===== src/rtl/msk_pkg.sv =====
// Package: operation codes shared by the mask stack controller and its parts.
// Assumes a 3-bit operation field broadcast by the array controller.
package msk_pkg;
    typedef enum logic [2:0] {
        OP_NONE  = 3'd0,
        OP_SET   = 3'd1,
        OP_PUSH  = 3'd2,
        OP_POP   = 3'd3,
        OP_COPY  = 3'd4,
        OP_LDRSP = 3'd5,
        OP_RSV6  = 3'd6,
        OP_RSV7  = 3'd7
    } msk_op_e;
endpackage


===== src/rtl/msk_store.sv =====
// Module: one-bit-wide activity stack with an occupancy counter.
// Holds between 1 and DEPTH entries. The caller must not request push and
// pop in the same cycle. Refused requests (push when full, pop at one entry)
// leave the state untouched.
module msk_store #(
    parameter int DEPTH = 16,
    localparam int IW = $clog2(DEPTH),
    localparam int CW = $clog2(DEPTH + 1)
) (
    input  logic          clk,
    input  logic          rst_n,
    input  logic          set_top,
    input  logic          push_req,
    input  logic          push_val,
    input  logic          pop_req,
    output logic          top_o,
    output logic [CW-1:0] lvl_o,
    output logic          full_o,
    output logic          single_o
);
    logic [CW-1:0]    cnt;
    logic [DEPTH-1:0] stk;
    logic [IW-1:0]    top_ix;
    logic [IW-1:0]    nxt_ix;
    logic             push_ok;
    logic             pop_ok;

    // Pointer arithmetic and the acceptance of each request.
    always_comb begin
        top_ix  = IW'(cnt - CW'(1));
        nxt_ix  = IW'(cnt);
        push_ok = push_req && (cnt != CW'(DEPTH));
        pop_ok  = pop_req && (cnt != CW'(1));
    end

    // One flop per entry. An entry is written by a push aimed at it or by a set of the top.
    for (genvar gi = 0; gi < DEPTH; gi++) begin : g_ent
        localparam logic RST_V = (gi == 0);
        always_ff @(posedge clk) begin
            if (!rst_n)
                stk[gi] <= RST_V;
            else if (push_ok && nxt_ix == IW'(gi))
                stk[gi] <= push_val;
            else if (set_top && top_ix == IW'(gi))
                stk[gi] <= 1'b1;
        end
    end

    // Occupancy counter.
    always_ff @(posedge clk) begin
        if (!rst_n)
            cnt <= CW'(1);
        else if (push_ok)
            cnt <= cnt + CW'(1);
        else if (pop_ok)
            cnt <= cnt - CW'(1);
    end

    assign top_o    = stk[top_ix];
    assign lvl_o    = cnt;
    assign full_o   = (cnt == CW'(DEPTH));
    assign single_o = (cnt == CW'(1));


    depth_range_chk: assert property (@(posedge clk) disable iff (!rst_n)
        (cnt >= CW'(1)) && (cnt <= CW'(DEPTH)));

    push_depth_chk: assert property (@(posedge clk) disable iff (!rst_n)
        (push_req && !full_o) |=> (cnt == $past(cnt) + CW'(1)) && (top_o == $past(push_val)));

    pop_depth_chk: assert property (@(posedge clk) disable iff (!rst_n)
        (pop_req && !single_o) |=> (cnt == $past(cnt) - CW'(1)));

    set_top_chk: assert property (@(posedge clk) disable iff (!rst_n)
        (set_top && !push_req && !pop_req) |=> (top_o == 1'b1) && $stable(cnt));
endmodule


===== src/rtl/msk_resp.sv =====
// Module: responder register of one processing element.
// Loads ld_val when ld_en is high and holds otherwise. It clears on reset.
module msk_resp (
    input  logic clk,
    input  logic rst_n,
    input  logic ld_en,
    input  logic ld_val,
    output logic resp_o
);
    // Responder storage.
    always_ff @(posedge clk) begin
        if (!rst_n)
            resp_o <= 1'b0;
        else if (ld_en)
            resp_o <= ld_val;
    end


    resp_hold_chk: assert property (@(posedge clk) disable iff (!rst_n)
        (!ld_en && $past(rst_n)) |=> $stable(resp_o));
endmodule


===== src/rtl/msk_ctrl.sv =====
// Module: activity mask stack controller for one processing element.
// Decodes the broadcast operation code, drives the stack and the responder,
// gates masked instructions, and reports refused push or pop operations
// through one-cycle flags. Assumes one operation per cycle.
module msk_ctrl #(
    parameter int DEPTH = 16,
    localparam int CW = $clog2(DEPTH + 1)
) (
    input  logic          clk,
    input  logic          rst_n,
    input  logic [2:0]    op_code,
    input  logic          lr_a,
    input  logic          lr_b,
    input  logic          is_masked,
    output logic          exec_ok,
    output logic          top_bit,
    output logic          resp_bit,
    output logic [CW-1:0] level,
    output logic          ovf_pulse,
    output logic          unf_pulse
);
    import msk_pkg::*;

    msk_op_e op;
    logic    do_set, do_push, do_pop;
    logic    full, single;
    logic    push_val;
    logic    rsp_ld;
    logic    rsp_val;

    // Operation decode and the responder load source.
    always_comb begin
        op       = msk_op_e'(op_code);
        do_set   = (op == OP_SET);
        do_push  = (op == OP_PUSH);
        do_pop   = (op == OP_POP);
        push_val = resp_bit & top_bit;
        rsp_ld   = 1'b0;
        rsp_val  = 1'b0;
        unique case (op)
            OP_PUSH:  begin rsp_ld = !full; rsp_val = push_val; end
            OP_COPY:  begin rsp_ld = 1'b1;  rsp_val = top_bit;  end
            OP_LDRSP: begin rsp_ld = 1'b1;  rsp_val = lr_a & lr_b; end
            default:  begin rsp_ld = 1'b0;  rsp_val = 1'b0;     end
        endcase
    end

    msk_store #(.DEPTH(DEPTH)) i_store (
        .clk      (clk),
        .rst_n    (rst_n),
        .set_top  (do_set),
        .push_req (do_push),
        .push_val (push_val),
        .pop_req  (do_pop),
        .top_o    (top_bit),
        .lvl_o    (level),
        .full_o   (full),
        .single_o (single)
    );

    msk_resp i_resp (
        .clk    (clk),
        .rst_n  (rst_n),
        .ld_en  (rsp_ld),
        .ld_val (rsp_val),
        .resp_o (resp_bit)
    );

    // Refusal flags, each high for one cycle.
    always_ff @(posedge clk) begin
        if (!rst_n) begin
            ovf_pulse <= 1'b0;
            unf_pulse <= 1'b0;
        end else begin
            ovf_pulse <= do_push && full;
            unf_pulse <= do_pop && single;
        end
    end

    // Execution gate for the instruction being issued.
    assign exec_ok = !is_masked || top_bit;


    no_overflow_chk: assert property (@(posedge clk) disable iff (!rst_n)
        ovf_pulse |-> $stable(level) && $stable(resp_bit) && (level == CW'(DEPTH)));

    no_underflow_chk: assert property (@(posedge clk) disable iff (!rst_n)
        unf_pulse |-> $stable(level) && (level == CW'(1)));

    copy_top_chk: assert property (@(posedge clk) disable iff (!rst_n)
        ($past(rst_n) && op_code == 3'd4) |=> (resp_bit == $past(top_bit)) && $stable(level));

    push_resp_chk: assert property (@(posedge clk) disable iff (!rst_n)
        ($past(rst_n) && op_code == 3'd2 && level != CW'(DEPTH))
        |=> (resp_bit == top_bit) && (resp_bit == $past(resp_bit & top_bit)));

    gate_chk: assert property (@(posedge clk) disable iff (!rst_n)
        (is_masked && !top_bit) |-> !exec_ok);
endmodule


===== config.mk =====
export PLATFORM = sky130hd
export DESIGN_NAME = msk_ctrl
export DESIGN_NICKNAME = d
export VERILOG_FILES = /design/src/rtl/msk_pkg.sv /design/src/rtl/msk_store.sv /design/src/rtl/msk_resp.sv /design/src/rtl/msk_ctrl.sv
export SDC_FILE = /design/constraint.sdc
export NUM_CORES = 1
export LEC_CHECK = 0
export BUFFER_PORTS_ARGS = -buffer_cell sky130_fd_sc_hd__buf_2
export CORE_MARGIN = 1.5
export CORE_UTILIZATION = 50
export DETAILED_ROUTE_END_ITERATION = 8
export PLACE_DENSITY = 0.67
export SYNTH_ARGS = -nofsm -noshare
export SYNTH_HDL_FRONTEND = slang
export SYNTH_SLANG_ARGS = --single-unit
export TNS_END_PERCENT = 50

===== constraint.sdc =====
create_clock -name clk -period 7.4 [get_ports clk]
set_input_delay 1.11 -clock clk [delete_from_list [all_inputs] [get_ports clk]]
set_output_delay 1.11 -clock clk [all_outputs]
set_load 0.01 [all_outputs]

==> flow_metrics.tcl <==
set metrics [dict create \
    yosysWarningCount 0 \
    insertion_delay_ns 0.31 \
    end_kind "output pin" \
    ant_nets 0 \
    antenna_cells 0 \
    core_area_um2 3050 \
    slew_headroom_pct 36.8 \
    whs_ns 0.535 \
    cts_resized 0 \
    layout_common_cells "dfxtp_1 (24), buf_2 (17), nand2_1 (15), nor2_1 (13)" \
    clock.fmax_ghz 0.239 \
    avgSynthCellArea_um2 8.66 \
    gp_congestion 0.885 \
    async_reset_ff_share_pct 0 \
    cp_data_arrival_time_ns 3.07 \
    numCtsBuffers 3 \
    grt.total_usage_pct 23.3 \
    cap_violations 0 \
    clk_pin_slew_ns 0.12 \
    wl_met1_um 1820 \
    p_per_area_nw_per_um2 154 \
    hold_start "i_store.stk[7]$_SDFFE_PN0P_" \
    ys_ff_latch 24 \
    netlist_instances 187 \
    cp-start-kind "register" \
    dpl.hpwl_um 2760 \
    place_ws_ns 3.56 \
    wl_met3_um 181 \
    grt_max_degree 27 \
    rsz0062_at_grt "no" \
    die_y_um 59.9 \
    vdd_drop_max_mv 0.0680 \
    grt_pass1_wl_um 6310 \
    drt_iter0_drc 121 \
    wl_met2_um 1780 \
    clockBufferDepth 2 \
    io_buffer_count 17 \
    syn_nets 201 \
    route.vias.total 1479 \
    drc_errors 0 \
    htreeDepth 1 \
    setup_slack_ns 3.22 \
    regToRegSetupSlack_ns 4.58 \
    finalHoldViolCount 0 \
    required_ns 6.29 \
    rr_endpoint "i_store.stk[0]$_SDFFE_PN1P_" \
    io_pins 18 \
    drive_gt1_share_pct 16.0 \
    final_common_cell "dfxtp_1" \
    cts_sinks 24 \
    synth-main-ff-cell "dfxtp_1" \
    hold_buffers 0 \
    cts_tree "yes" \
    synth.distinct_cells 47 \
    rr_startpoint "i_store.lvl_o[0]$_SDFFE_PN1P_" \
    fin_area_um2 1730 \
    dpl_cell_area_um2 1700 \
    vias_per_cell 6.06 \
    tightest_slew_ns 0.946 \
    chipWidth_um 59.9 \
    nets 215 \
    synth_area_um2 1620 \
    initial_core_util_pct 53.0 \
    synth_edf_count 0 \
    fin_crit_sh_pct 56.5 \
    area_growth_pct 6.96 \
    setup_viol_count_final 0 \
    dieArea_um2 3590 \
    top_layer "met4" \
    skew_ns 0.0110 \
    slew_viol_final 0 \
    drt_wl_total_um 3830 \
    path_class "reg2out" \
    p_leak_uw 0.000656 \
    critPathMaxFanout 19 \
    wire_per_inst_um 15.7 \
    hold-path-endpoint "i_store.stk[7]$_SDFFE_PN0P_" \
    clockRootBuffer "clkbuf_4" \
    holdCritPathClass "reg2reg" \
    fin_crit_ns 4.18 \
    holdPathStages 2 \
    outcome "complete, no violations" \
    tns_ns 0 \
    grt_antenna_before_repair 0 \
    rr_worst_depth 7 \
    finish.utilization_pct 56.7 \
    seq_area_frac_synth_pct 29.7 \
    cts_setup_buffers 0 \
    grt_overflow 0 \
    dr.pass1.iters 4 \
    rows 20 \
    grt_pass1_vias 1323 \
]
-- power by group --
group	internal, µW	total [µW]	switching (µW)
registers	131	136	4.73
logic	23.3	61.9	38.6
clock network	30.1	68.6	38.5
-- worst max path at each step --
stage,from,end,slack (ns),depth (start not counted)
after floorplan,i_store.lvl_o[0]$_SDFFE_PN1P_,exec_ok,3.77,8
after global placement,i_store.lvl_o[0]$_SDFFE_PN1P_,exec_ok,3.65,8
after detailed placement,i_store.lvl_o[0]$_SDFFE_PN1P_,exec_ok,3.56,8
after CTS,i_store.lvl_o[0]$_SDFFE_PN1P_,exec_ok,3.20,8
after global routing,i_store.lvl_o[0]$_SDFFE_PN1P_,exec_ok,2.98,8
final,i_store.lvl_o[0]$_SDFFE_PN1P_,exec_ok,3.22,8
-- routing by layer --
layer / GRT usage (%) / up-vias
met5: 0 / -
met4: 6.03 / 0
met3: 3.25 / 7
met2: 37.1 / 48
met1: 33.1 / 696
li1: - / 728
-- registers in the layout (all words and copies together), names as in the netlist --
| name | flops |
|---|---|
| i_resp.resp_o | 1 |
| unf_pulse | 1 |
| i_store.stk | 16 |
| ovf_pulse | 1 |
| i_store.lvl_o | 5 |
-- area by class of cell --
| type | instances | area [µm²] |
|---|---|---|
| well taps | 44 | 55.1 |
| multi-input cells | 148 | 1040 |
| flip-flops and latches | 24 | 480 |
| clock buffers | 4 | 36.3 |
| inverters | 6 | 22.5 |
| repair buffers | 18 | 92.6 |
| fillers | 313 | 1320 |
-- cell usage after synthesis (2+ instances only) --
cell type	n	share of area, %
nor3b_1	2	0.93
nor2b_1	4	1.5
nor3_1	3	0.93
or3_1	7	2.7
clkbuf_1	4	0.93
dfxtp_1	24	30
nand2_1	15	3.5
a21boi_0	2	0.93
o211ai_1	8	3.7
o21ai_0	12	3.7
o22ai_1	8	3.1
ha_1	6	4.6
mux4_1	3	4.9
o31ai_1	7	3.2
nand3_1	12	3.7
and2_1	4	1.5
buf_6	3	2.1
a31oi_1	6	2.3
inv_1	6	1.4
nor2_1	13	3.0
xnor2_1	3	1.6
and3_1	4	1.5
a21oi_1	7	2.2
-- critical path: stages, from the launching register on --
cell and delay [ns]:
dfxtp_1 0.68, inv_1 0.20, ha_1 0.43, mux4_1 0.57
nor2b_4 0.15, nor4_4 0.26, buf_4 0.26, nand2_1 0.07
buf_2 0.14
-- kinds of logic (layout without fill, tap and decap cells) --
| logic type | after synthesis | in the layout | share of synthesized area [%] |
|---|---|---|---|
| XOR/XNOR | 4 | 4 | 2.16 |
| AO/OA/AOI/OAI | 57 | 57 | 23.7 |
| multiplexers | 5 | 5 | 6.88 |
| flip-flops | 24 | 24 | 29.7 |
| adder cells (fa/ha/maj) | 6 | 6 | 4.64 |
| AND/OR/NAND/NOR | 76 | 76 | 27.1 |
| buffers and inverters | 15 | 28 | 5.80 |
-- metrics by stage --
stage | cells | power [µW]
final | 244 | 267
after global routing | 244 | 283
after floorplan | 187 | 184
after detailed placement | 240 | 201
after global placement | 240 | 199
after CTS | 244 | 269
Power figures use the tool's default switching activity.
